## src/rtl/pcx_pkg.sv

```systemverilog
package pcx_pkg;
  parameter int PC_W     = 32;
  parameter int CAUSE_W  = 4;
  parameter int N_STAGES = 4;

  localparam int ID_IX  = 1;
  localparam int EX_IX  = 2;
  localparam int MEM_IX = N_STAGES - 1;
  localparam int WB_IX  = N_STAGES;

  localparam logic [CAUSE_W-1:0] CAUSE_NONE  = CAUSE_W'(0);
  localparam logic [CAUSE_W-1:0] CAUSE_UNDEF = CAUSE_W'(1);
  localparam logic [CAUSE_W-1:0] CAUSE_DIV0  = CAUSE_W'(2);
  localparam logic [CAUSE_W-1:0] CAUSE_IRQ   = CAUSE_W'(3);

  typedef struct packed {
    logic              vld;
    logic [PC_W-1:0]   pc;
    logic              st;
    logic              rw;
    logic              exc;
    logic [CAUSE_W-1:0] cause;
  } slot_t;

  // A fault is recorded only on a live slot that has no earlier fault.
  function automatic slot_t attach_fault(slot_t s, logic hit, logic [CAUSE_W-1:0] c);
    slot_t r;
    r = s;
    if (s.vld && !s.exc && hit) begin
      r.exc   = 1'b1;
      r.cause = c;
    end
    return r;
  endfunction

  // Undefined opcode outranks divide-by-zero inside the execute stage.
  function automatic logic [CAUSE_W-1:0] ex_cause_pick(logic und, logic dz);
    if (und)     return CAUSE_UNDEF;
    else if (dz) return CAUSE_DIV0;
    else         return CAUSE_NONE;
  endfunction

  function automatic logic trap_due(slot_t m, logic irq);
    return m.vld && (m.exc || irq);
  endfunction

  function automatic logic [CAUSE_W-1:0] trap_cause(slot_t m);
    return m.exc ? m.cause : CAUSE_IRQ;
  endfunction
endpackage

```

## src/rtl/pcx_stage_reg.sv

```systemverilog
module pcx_stage_reg
  import pcx_pkg::*;
(
  input  logic               clk,
  input  logic               rst_n,
  input  logic               kill,
  input  slot_t              d,
  input  logic               hit,
  input  logic [CAUSE_W-1:0] hit_cause,
  output slot_t              q
);
  always_ff @(posedge clk or negedge rst_n) begin
    if (!rst_n)     q <= '0;
    else if (kill)  q <= '0;
    else            q <= attach_fault(d, hit, hit_cause);
  end
endmodule

```

## src/rtl/pcx_commit.sv

```systemverilog
module pcx_commit
  import pcx_pkg::*;
(
  input  slot_t              mem,
  input  logic               irq,
  output logic               take,
  output logic [CAUSE_W-1:0] cause,
  output logic               st_en
);
  always_comb begin
    take  = trap_due(mem, irq);
    cause = take ? trap_cause(mem) : CAUSE_NONE;
    st_en = mem.vld && mem.st && !take;
  end
endmodule

```

## src/rtl/pcx_trap_regs.sv

```systemverilog
module pcx_trap_regs
  import pcx_pkg::*;
(
  input  logic               clk,
  input  logic               rst_n,
  input  logic               take,
  input  logic [PC_W-1:0]    pc,
  input  logic [CAUSE_W-1:0] cause,
  output logic [PC_W-1:0]    epc,
  output logic [CAUSE_W-1:0] ecause
);
  always_ff @(posedge clk or negedge rst_n) begin
    if (!rst_n) begin
      epc    <= '0;
      ecause <= CAUSE_NONE;
    end else if (take) begin
      epc    <= pc;
      ecause <= cause;
    end
  end
endmodule

```

## src/rtl/pcx_commit_ctl.sv

```systemverilog
module pcx_commit_ctl
  import pcx_pkg::*;
#(
  parameter logic [PC_W-1:0] HANDLER_PC = 32'h0000_0080
) (
  input  logic               clk,
  input  logic               rst_n,
  input  logic               if_valid,
  input  logic [PC_W-1:0]    if_pc,
  input  logic               if_store,
  input  logic               if_regwr,
  input  logic               id_undef,
  input  logic               ex_undef,
  input  logic               ex_div0,
  input  logic               irq,
  output logic               mem_we,
  output logic [PC_W-1:0]    mem_pc,
  output logic               wb_we,
  output logic [PC_W-1:0]    wb_pc,
  output logic               take_exc,
  output logic [PC_W-1:0]    redirect_pc,
  output logic [PC_W-1:0]    epc,
  output logic [CAUSE_W-1:0] ecause
);
  slot_t              chain [N_STAGES+1];
  logic               hit_v [N_STAGES];
  logic [CAUSE_W-1:0] hit_c [N_STAGES];

  // Named internal events for the checker.
  logic               take_w;
  logic [CAUSE_W-1:0] cause_w;
  logic               mem_vld_w;
  slot_t              wb_slot_w;

  assign chain[0] = '{vld: if_valid, pc: if_pc, st: if_store, rw: if_regwr,
                      exc: 1'b0, cause: CAUSE_NONE};

  always_comb begin
    for (int i = 0; i < N_STAGES; i++) begin
      hit_v[i] = 1'b0;
      hit_c[i] = CAUSE_NONE;
    end
    hit_v[ID_IX] = id_undef;
    hit_c[ID_IX] = CAUSE_UNDEF;
    hit_v[EX_IX] = ex_undef | ex_div0;
    hit_c[EX_IX] = ex_cause_pick(ex_undef, ex_div0);
  end

  // One register per stage boundary; every one is cleared by a trap.
  generate
    for (genvar g = 0; g < N_STAGES; g++) begin : g_stage
      pcx_stage_reg u_reg (
        .clk       (clk),
        .rst_n     (rst_n),
        .kill      (take_w),
        .d         (chain[g]),
        .hit       (hit_v[g]),
        .hit_cause (hit_c[g]),
        .q         (chain[g+1])
      );
    end
  endgenerate

  pcx_commit u_commit (
    .mem   (chain[MEM_IX]),
    .irq   (irq),
    .take  (take_w),
    .cause (cause_w),
    .st_en (mem_we)
  );

  pcx_trap_regs u_trap (
    .clk    (clk),
    .rst_n  (rst_n),
    .take   (take_w),
    .pc     (chain[MEM_IX].pc),
    .cause  (cause_w),
    .epc    (epc),
    .ecause (ecause)
  );

  assign mem_vld_w   = chain[MEM_IX].vld;
  assign wb_slot_w   = chain[WB_IX];
  assign mem_pc      = chain[MEM_IX].pc;
  assign wb_we       = wb_slot_w.vld && wb_slot_w.rw;
  assign wb_pc       = wb_slot_w.pc;
  assign take_exc    = take_w;
  assign redirect_pc = take_w ? HANDLER_PC : '0;
endmodule

```

## config.mk

```make
export PLATFORM = sky130hd
export DESIGN_NAME = pcx_commit_ctl
export DESIGN_NICKNAME = d
export VERILOG_FILES = /design/src/rtl/pcx_pkg.sv /design/src/rtl/pcx_stage_reg.sv /design/src/rtl/pcx_commit.sv /design/src/rtl/pcx_trap_regs.sv /design/src/rtl/pcx_commit_ctl.sv
export SDC_FILE = /design/constraint.sdc
export NUM_CORES = 1
export LEC_CHECK = 0
export ABC_AREA = 1
export BUFFER_PORTS_ARGS = -buffer_cell sky130_fd_sc_hd__buf_2
export CORE_MARGIN = 4
export CORE_UTILIZATION = 45
export DETAILED_ROUTE_END_ITERATION = 7
export PLACE_DENSITY = 0.66
export REMOVE_ABC_BUFFERS = 1
export SETUP_SLACK_MARGIN = 0.15
export SYNTH_ARGS = -nofsm -noshare
export SYNTH_HDL_FRONTEND = slang
export SYNTH_SLANG_ARGS = --single-unit
```

## constraint.sdc

```tcl
create_clock -name clk -period 1.65 [get_ports clk]
set_clock_uncertainty 0.2 [all_clocks]
set_input_delay 0.2475 -clock clk [delete_from_list [all_inputs] [get_ports clk]]
set_output_delay 0.2475 -clock clk [all_outputs]
set_load 0.05 [all_outputs]
```

==> reports/qor.csv, run 1 <==
metric,value,unit
run_status,finished with violations,
failed_checks,setup timing,
period_minus_slack,1.75,ns
gpl.final_weighted_congestion,0.724,
grt_setup_unrepaired,yes,
clkTransAtPathRegs,0.06,ns
floorplan.initialDensity,46.2,%
grt_antenna_before_repair,0,
final_net_count,840,
insertion_delay,0.41,ns
fin_cells,996,
yosys_warnings,0,
worst_ep_required_time,1.20,ns
detail_route.iter0.violations,234,
h-tree-depth,4,
synthesis.area,6760,um2
grt_max_degree,72,
final_util,57.6,%
port_buffers,142,
first_global_vias,3891,
cts_buffers,17,
pins_over_slew_limit,0,
detailedRoute.firstPassIterationCount,4,
worst_ir_drop_vdd,0.969,mV
die_width,131,um
place_hpwl,7.10,mm
coreArea,14600,um2
finalHoldViolations,0,
clock_tree.buffer_depth,2,
detail-route-antenna-nets,0,
power_leakage,4.62,nW
tritoncts,yes,
tritoncts_num_sinks,177,
drcViolationCount,0,
fin_hold_ws,0.121,ns
layout_setup_ws,-0.0984,ns
postSynthCellCount,668,
groute.usage.overall,14.0,%
timing.final.crit_share,106,%
sequential_fraction_of_the_synthesis_area,65.5,%
drv.max_cap_violation_count,0,
antenna-diode-count,0,
yosys.cell_types.count,15,
setup.worst_path.class,flop to output port,
die_y,131,um
detail_route.wirelength,11.8,mm
io-pin-count,176,
area_of_the_die,17100,um2
first_pass_grt_wire_length,18.3,mm
worstPathArrival,1.30,ns
layout-area-overhead-vs-synth,24.8,%
placement_rows,44,
dpl.cell_count,920,
path_max_fanout,4,
detailroute.via_count,4104,
total_power,14.3,mW
setup_viol,3,
start_kind,flop,
min-delay-path-class,primary input to async pin,
synth.avg_cell_area,10.1,um2
routed_via_density,4.12,
critPathCaptureType,output port,
gr-total-overflow,0,
final_layout_size_suffix_gt1_share,24.3,%
drt-wirelength-per-cell,11.8,um
dp_slack,0.110,ns
max_clock_freq,572,MHz
power_per_cell_area,1700,nW/um2
synth.ff_latch_count,177,
clk_root_buffer_cell,clkbuf_16,
## per-stage QoR
stage	TNS, ns	instance area [um2]
after detailed placement	0	7150
after global routing	-0.462	8440
after CTS	-0.434	8280
after floorplan	-402.45	6000
final	-0.270	8440
after global placement	0	7150
## per-layer routing
metal,vias up,routed length (um),GRT usage [%]
met3,13,646,3.90
met2,121,6040,23.0
met4,0,119,5.81
met5,-,0,0
li1,2033,-,-
met1,1937,4980,17.6
## Yosys cell counts
cell type  instances  area [um2]
clkbuf_1           4        15.0
nor3_1             1        5.00
dfrtp_1          177        4430
nand2_1           41         154
nand3_1            2        10.0
buf_6              7        78.8
conb_1             1        3.75
nor2_2             1        6.26
inv_1            144         541
buf_4             99         743
nor2_1           145         544
buf_2             10        50.1
o21ai_2            1        8.76
o21ai_0           34         170
a21oi_1            1        5.00
## kinds of logic (layout without fill, tap and decap cells)
kind of cell / Yosys count / in the layout / synth area share (%)
simple gates: 190 / 190 / 10.6
other cells: 1 / 33 / 0.0554
flops: 177 / 177 / 65.5
buf+inv: 264 / 376 / 21.1
compound gates: 36 / 36 / 2.72
## worst max-delay path, cell delays in order (launching register included)
cell     delay [ns]
dfrtp_1        0.39
nor2_2         0.15
nor2_4         0.06
buf_12         0.14
buf_12         0.14
## state kept, by name (all words and copies together), names as in the netlist
name             count
g_stage.u_reg.q    143
u_trap.epc          32
u_trap.ecause        2
## worst paths after layout
path | from | to | slack, ns | cells after the start
max in group asynchronous | rst_n | g_stage[0].u_reg.q[28]$_DFF_PN0_ | 0.55 | 3
max reg2reg | g_stage[2].u_reg.q[39]$_DFF_PN0_ | g_stage[0].u_reg.q[24]$_DFF_PN0_ | 0.17 | 6
max | g_stage[2].u_reg.q[4]$_DFF_PN0_ | take_exc | -0.1 | 4
min reg2reg | g_stage[0].u_reg.q[27]$_DFF_PN0_ | g_stage[1].u_reg.q[27]$_DFF_PN0_ | 0.26 | 2
min | rst_n | u_trap.ecause[0]$_DFFE_PN0P_ | 0.12 | 2
min in group clk | irq | g_stage[0].u_reg.q[10]$_DFF_PN0_ | 0.19 | 5
## where the power goes
part           internal [mW]  leakage (nW)  switching (mW)
Clock                   2.05         0.270            1.60
Combinational           1.38          2.11            3.64
Sequential              5.25          2.24           0.403
Total                   8.69          4.62            5.64
## what timing repair did
| item | CTS | global route |
|---|---|---|
| hold endpoints to repair | 217 | 0 |
| hold buffers | 40 | 0 |
| pin swaps | 3 | 5 |
| gates resized for setup | 57 | 57 |
| setup endpoints to repair | 38 | 117 |
| gates cloned | 0 | 1 |
| buffers inserted | 2 | 1 |
## cell usage in the layout (no fill, tap or decap)
| cell type | count |
|---|---|
| buf_8 | 3 |
| inv_1 | 143 |
| clkbuf_1 | 1 |
| nor3_1 | 1 |
| clkinvlp_4 | 2 |
| conb_1 | 33 |
| clkinv_2 | 4 |
| buf_2 | 67 |
| clkbuf_16 | 18 |
| nand2_1 | 41 |
| o21ai_1 | 1 |
| buf_16 | 1 |
| clkinv_4 | 2 |
| dlygate4sd3_1 | 40 |
| clkbuf_4 | 26 |
| nor2_1 | 142 |
| inv_2 | 1 |
| o21ai_0 | 33 |
| buf_6 | 7 |
| o21ai_4 | 1 |
| nor2_2 | 3 |
| nor2_4 | 1 |
| dfrtp_1 | 177 |
| inv_6 | 3 |
| clkbuf_8 | 3 |
| buf_12 | 10 |
| buf_4 | 45 |
| a21oi_1 | 1 |
| nand3_1 | 2 |
## layout make-up
cell class / instances / area (um2)
multi-input cells: 259 / 1050
inverters: 144 / 541
well taps: 184 / 230
clock inverters: 11 / 78.8
clock buffers: 21 / 470
flip-flops and latches: 177 / 4430
repair buffers: 200 / 1650
fillers: 1217 / 6200
(Power assumes the default switching activity.)
==> inputs of run 2 (changes only) <==
--- a/config.mk
+++ b/config.mk
@@ -9,8 +9,10 @@
 export BUFFER_PORTS_ARGS = -buffer_cell sky130_fd_sc_hd__buf_2
 export CORE_MARGIN = 4
 export CORE_UTILIZATION = 45
+export CTS_BUF_LIST = sky130_fd_sc_hd__clkbuf_4 sky130_fd_sc_hd__clkbuf_8
 export DETAILED_ROUTE_END_ITERATION = 7
-export PLACE_DENSITY = 0.66
+export MAX_ROUTING_LAYER = met4
+export PLACE_DENSITY = 0.75
 export REMOVE_ABC_BUFFERS = 1
 export SETUP_SLACK_MARGIN = 0.15
 export SYNTH_ARGS = -nofsm -noshare
==> run 2 against run 1 <==
Compared with the run above:
- critical endpoint is now redirect_pc[7]
- combinational power is 48% higher
- critical path type unchanged
- the run still ends with setup timing left
- first-iteration DRC count fell by 6.0%
- sequential power increased by 3.5%
==> reports/qor.csv, run 2 (same netlist as run 1, synthesis figures left out) <==
metric,value,unit,change
critPathCaptureType,output port,,
failed_checks,setup timing,,
power.share.switching,40.5,%,+1.2 points
power_leakage,5.29,nW,+14%
first_pass_grt_wire_length,21.0,mm,+15%
max_clock_freq,551,MHz,-3.6%
detail_route.wirelength,17.9,mm,+52%
path_max_fanout,3,,-1
worst_ir_drop_vdd,0.869,mV,-10%
coreArea,14600,um2,unchanged
placement_rows,44,,unchanged
tritoncts,yes,,
finalInstanceArea,10200,um2,+21%
clkTransAtPathRegs,0.09,ns,+0.03 ns
drcViolationCount,0,,unchanged
die_y,131,um,unchanged
grt_antenna_before_repair,0,,unchanged
setup_viol,156,,+153
place_hpwl,8.01,mm,+13%
insertion_delay,0.46,ns,+0.05 ns
detailedRoute.firstPassIterationCount,6,,+2
reg2regPathDepth,9,,+3
final.setup.tns,-8.11,ns,-7.84 ns
p_switching,6.65,mW,+18%
period_minus_slack,1.81,ns,+0.0651 ns
drt-wirelength-per-cell,16.8,um,+42%
dpl.cell_count,923,,+0.33%
area_of_the_die,17100,um2,unchanged
floorplan.initialDensity,46.2,%,unchanged
groute.usage.overall,16.8,%,+2.7 points
final_net_count,910,,+8.3%
share_comb_of_total_power,45.1,%,+10 points
sequential_share_of_power,35.6,%,-3.8 points
crit_path_top_delay_cell,dfrtp_1,,
clk_root_buffer_cell,clkbuf_8,,
setup.worst_path.class,flop to output port,,
pins_over_slew_limit,0,,unchanged
first_global_vias,4352,,+12%
detail-route-antenna-nets,0,,unchanged
leading_cell_types_in_the_layout_fill_and_taps_excluded,"dfrtp_1, inv_1, buf_6, nor2_2, nor2_1",,
gpl.final_weighted_congestion,0.745,,+2.9%
reg2reg_from,g_stage[2].u_reg.q[4]$_DFF_PN0_,,
routed_via_density,4.45,,+8.0%
layout_setup_ws,-0.163,ns,-0.0651 ns
fin_cells,1066,,+7.0%
fillCellCount,984,,-19%
detail_route.iter0.violations,220,,-6.0%
port_buffers,142,,unchanged
cts_buffers,17,,unchanged
start_kind,flop,,
reg_top3,"g_stage.u_reg.q (143), u_trap.epc (32), u_trap.ecause (2)",,
tritoncts_num_sinks,177,,unchanged
placement.cell_area,7170,um2,+0.35%
io-pin-count,176,,unchanged
regToRegEndpoint,g_stage[2].u_reg.q[30]$_DFF_PN0_,,
worst_path_largest_cell_delay,0.42,ns,+0.03 ns
worst_ep_required_time,1.20,ns,about the same
p_clk_share,19.2,%,-6.3 points
worst-r2r-setup-slack,-0.14,ns,-0.31 ns
min-delay-path-class,primary input to async pin,,
drv.max_cap_violation_count,0,,unchanged
fin_hold_ws,0.0872,ns,-0.0333 ns
grt_max_degree,52,,-28%
finalHoldViolations,0,,unchanged
antenna-diode-count,0,,unchanged
internal_power,9.76,mW,+12%
crit_path_cell_trace,nor2_4 > nor2_4 > buf_12 > buf_12,,
layout-area-overhead-vs-synth,50.9,%,
grt_setup_unrepaired,yes,,
final_layout_size_suffix_gt1_share,44.0,%,+20 points
commonest_non_fill_non_tap_cell_in_the_layout,dfrtp_1,,
largest_register,g_stage.u_reg.q,,
largest_register_ffs,143,,unchanged
h-tree-depth,4,,unchanged
detailroute.via_count,4743,,+16%
power_per_cell_area,1610,nW/um2,-5.3%
run_status,finished with violations,,
clock_tree.buffer_depth,2,,unchanged
timing.final.crit_share,110,%,+3.9 points
die_width,131,um,unchanged
worstPathArrival,1.37,ns,+0.07 ns
gr-total-overflow,0,,unchanged
[run 2: changes by cell type in the layout (fill, tap and decap cells not counted), moves of 13 or more]
| cell | previous run | this run |
|---|---|---|
| buf_2 | 67 | 39 |
| buf_6 | 7 | 103 |
| clkbuf_4 | 26 | 1 |
| clkbuf_8 | 3 | 18 |
| nand2_1 | 41 | 18 |
| nand2_4 | 0 | 17 |
| nor2_1 | 142 | 60 |
| nor2_2 | 3 | 68 |
| nor2_4 | 1 | 18 |
| o21ai_0 | 33 | 10 |
| o21ai_2 | 0 | 13 |
[run 2: worst max-delay path: cells and delay by family, from the launching register on]
family                 cells  cell delay [ns]
DFF                        1             0.42
buffers and inverters      2             0.28
and+or+nand+nor            2             0.19
[run 2: worst max-delay path by stage]
stage / slack [ns] / endpoint / cells past startpoint / from
global placement: 0.15 / redirect_pc[7] / 5 / irq
finish: -0.16 / redirect_pc[7] / 4 / g_stage[2].u_reg.q[4]$_DFF_PN0_
global route: -0.24 / redirect_pc[7] / 4 / g_stage[2].u_reg.q[39]$_DFF_PN0_
CTS: -0.17 / redirect_pc[7] / 4 / g_stage[2].u_reg.q[39]$_DFF_PN0_
detailed placement: 0.13 / redirect_pc[7] / 4 / g_stage[2].u_reg.q[39]$_DFF_PN0_
floorplan: -3.82 / mem_we / 3 / g_stage[2].u_reg.q[39]$_DFF_PN0_
[run 2: repair_timing]
item	4_1_cts	5_1_grt
setup endpoints to repair	102	250
hold buffers	40	0
setup buffers	11	36
pin swaps	11	10
resized for setup	214	211
cloned	1	23
endpoints found under the hold margin	217	0
[run 2: per-layer routing]
layer  track usage [%]  wire length [um]
met5                 -                 0
met2              29.1              9860
met3              4.27               955
met1              18.1              6450
met4              7.32               620
[run 2: through the flow]
step           power, mW  setup WS, ns  util (%)
6_report            16.4        -0.163      69.7
4_1_cts             14.6        -0.173      59.7
2_1_floorplan       9.04         -3.82         -
3_5_place_dp        10.3         0.126      49.0
5_1_grt             17.1        -0.245      69.7
3_3_place_gp        10.2         0.147      49.0
[run 2: area by class of cell]
cell class | count | area, um2 | area share, %
clock buffers | 18 | 241 | 2.37
clock inverters | 14 | 176 | 1.73
inverters | 144 | 541 | 5.30
multi-input cells | 259 | 1540 | 15.1
flip-flops and latches | 177 | 4430 | 43.4
well taps | 184 | 230 | 2.26
repair buffers | 270 | 3040 | 29.8
[run 2: power groups by stage]
stage | Combinational, mW | Clock [mW] | Sequential (mW)
6_report | 7.41 | 3.15 | 5.85
3_5_place_dp | 4.59 | 0 | 5.72
2_1_floorplan | 1.05 | 0 | 7.99
3_3_place_gp | 4.53 | 0 | 5.67
4_1_cts | 5.64 | 3.19 | 5.79
5_1_grt | 7.77 | 3.38 | 5.94
==> inputs of run 3 (changes only) <==
==> constraint.sdc (replaced) <==
create_clock -name clk -period 1.65 [get_ports clk]
set_clock_uncertainty 0.2 [all_clocks]
set_input_delay 0.0825 -clock clk [delete_from_list [all_inputs] [get_ports clk]]
set_output_delay 0.0825 -clock clk [all_outputs]
set_load 0.05 [all_outputs]
==> run 3 against run 2 <==
Compared with the run above:
- the flow finishes with violations (hold timing)
- critical path type unchanged
- critical path depth unchanged
- register-to-register slack better by 0.25 ns
- largest cell class unchanged
- core utilization down 15 points
- flip-flop and latch count unchanged
- clock power shrank 14%
- non-clock buffer count shrank 65
- final cell count is 6.0% lower
- power down 20%
- final area shrank 21%
- worst setup slack improved by 0.21 ns
- via count down 13%
- fmax increased by 13%
- highest routed layer unchanged
==> reports/qor.csv, run 3 (same netlist as run 1, synthesis figures left out) <==
metric,value,unit,change
grt_setup_unrepaired,yes,,
power_per_cell_area,1620,nW/um2,+0.85%
crit_path_cell_trace,inv_2 > nor2_4 > buf_12 > buf_12,,
worstPathArrival,1.32,ns,-0.05 ns
layout-area-overhead-vs-synth,19.1,%,
total_power,13.1,mW,-20%
largest_register_ffs,143,,unchanged
placement.cell_area,7160,um2,-0.17%
placement_rows,44,,unchanged
clk_root_buffer_cell,clkbuf_8,,
min-delay-path-class,primary input to flop,,
port_buffers,142,,unchanged
setup_viol,0,,-100%
final_net_count,845,,-7.1%
clkTransAtPathRegs,0.08,ns,about the same
gr-total-overflow,0,,unchanged
finalInstanceArea,8060,um2,-21%
routed_via_density,4.11,,-7.6%
cts_buffers,17,,unchanged
fin_hold_ws,-0.321,ns,-0.409 ns
critPathCaptureType,output port,,
cts.hold.buffers_added,40,,unchanged
grt_max_degree,54,,+3.8%
place_hpwl,7.98,mm,-0.28%
first_global_vias,4220,,-3.0%
worst_ir_drop_vdd,0.833,mV,-4.1%
commonest_non_fill_non_tap_cell_in_the_layout,dfrtp_1,,
grt_antenna_before_repair,0,,unchanged
h-tree-depth,4,,unchanged
failed_checks,hold timing,,
pins_over_slew_limit,0,,unchanged
timing.critical_path.buf_inv,3,,+1
first_pass_grt_wire_length,20.1,mm,-4.2%
tritoncts,yes,,
clock_tree.buffer_depth,2,,unchanged
gpl.final_weighted_congestion,0.720,,-3.4%
detail-route-antenna-nets,0,,unchanged
run_status,finished with violations,,
detailroute.via_count,4119,,-13%
largest_register,g_stage.u_reg.q,,
tritoncts_num_sinks,177,,unchanged
finalHoldViolations,2,,+2
worst_ep_required_time,1.37,ns,+0.17 ns
area_of_the_die,17100,um2,unchanged
floorplan.initialDensity,46.2,%,unchanged
leading_cell_types_in_the_layout_fill_and_taps_excluded,"dfrtp_1, inv_1, nor2_1, buf_2, nand2_1",,
worst_path_largest_cell_delay,0.37,ns,-0.05 ns
die_y,131,um,unchanged
drt-wirelength-per-cell,11.9,um,-29%
crit_path_top_delay_cell,dfrtp_1,,
crit_top_cell,buf_12,,
groute.usage.overall,15.7,%,-1.1 points
drv.max_cap_violation_count,0,,unchanged
final_layout_size_suffix_gt1_share,24.7,%,-19 points
drcViolationCount,0,,unchanged
max_clock_freq,624,MHz,+13%
io-pin-count,176,,unchanged
die_width,131,um,unchanged
cell_type_group_with_the_largest_total_delay_on_the_critical_path,flip-flops,,
reg_top3,"g_stage.u_reg.q (143), u_trap.epc (32), u_trap.ecause (2)",,
detail_route.iter0.violations,200,,-9.1%
final_util,55.0,%,-15 points
detail_route.wirelength,12.0,mm,-33%
timing.final.crit_share,97.1,%,-13 points
setup.worst_path.class,flop to output port,,
insertion_delay,0.44,ns,-0.02 ns
start_kind,flop,,
power_leakage,4.52,nW,-15%
detailedRoute.firstPassIterationCount,4,,-2
coreArea,14600,um2,unchanged
period_minus_slack,1.60,ns,-0.211 ns
path_max_fanout,3,,unchanged
run 3: metrics by stage:
stage | worst slack [ns] | setup TNS (ns) | cells
after floorplan | -3.65 | -401.95 | 580
after global placement | 0.185 | 0 | 923
after detailed placement | 0.144 | 0 | 923
after CTS | 0.00175 | 0 | 1000
after global routing | -0.0284 | -0.0551 | 1001
final | 0.0477 | 0 | 1002
run 3: cell type report:
cell class	instances	area (um2)
inverter	144	541
tap	184	230
fill	1279	6590
timing repair buffer	205	1440
sequential	177	4430
clock buffer	22	278
clock inverter	10	87.6
multi-input combinational	259	1040
antenna	1	2.50
run 3: report_power, final:
| group | internal [mW] | switching, mW |
|---|---|---|
| logic | 1.08 | 3.65 |
| registers | 5.24 | 0.376 |
| clock network | 1.29 | 1.43 |
| total | 7.61 | 5.45 |
run 3: per-layer routing:
| metal | track usage, % | part of all wire, % | up-vias |
|---|---|---|---|
| met3 | 3.70 | 5.1 | 27 |
| met5 | - | 0 | - |
| met4 | 7.44 | 2.8 | 0 |
| li1 | - | - | 2042 |
| met1 | 18.6 | 40 | 1933 |
| met2 | 25.4 | 52 | 117 |
run 3: timing repair:
action,in CTS,in global routing
gates resized for setup,12,12
buffers inserted,5,1
endpoints found under the hold margin,240,6
pin swaps,2,2
endpoints found under the setup margin,13,290
run 3: final timing paths:
kind	from	to	slack (ns)	cells after the start
max	g_stage[2].u_reg.q[39]$_DFF_PN0_	take_exc	0.05	4
min	irq	g_stage[3].u_reg.q[39]$_DFF_PN0_	-0.32	2
max reg2reg	g_stage[2].u_reg.q[39]$_DFF_PN0_	g_stage[2].u_reg.q[36]$_DFF_PN0_	0.11	6
min reg2reg	g_stage[0].u_reg.q[38]$_DFF_PN0_	g_stage[1].u_reg.q[38]$_DFF_PN0_	0.27	2
max in group asynchronous	rst_n	g_stage[0].u_reg.q[28]$_DFF_PN0_	0.24	4
min in group asynchronous	rst_n	g_stage[1].u_reg.q[24]$_DFF_PN0_	0.46	3
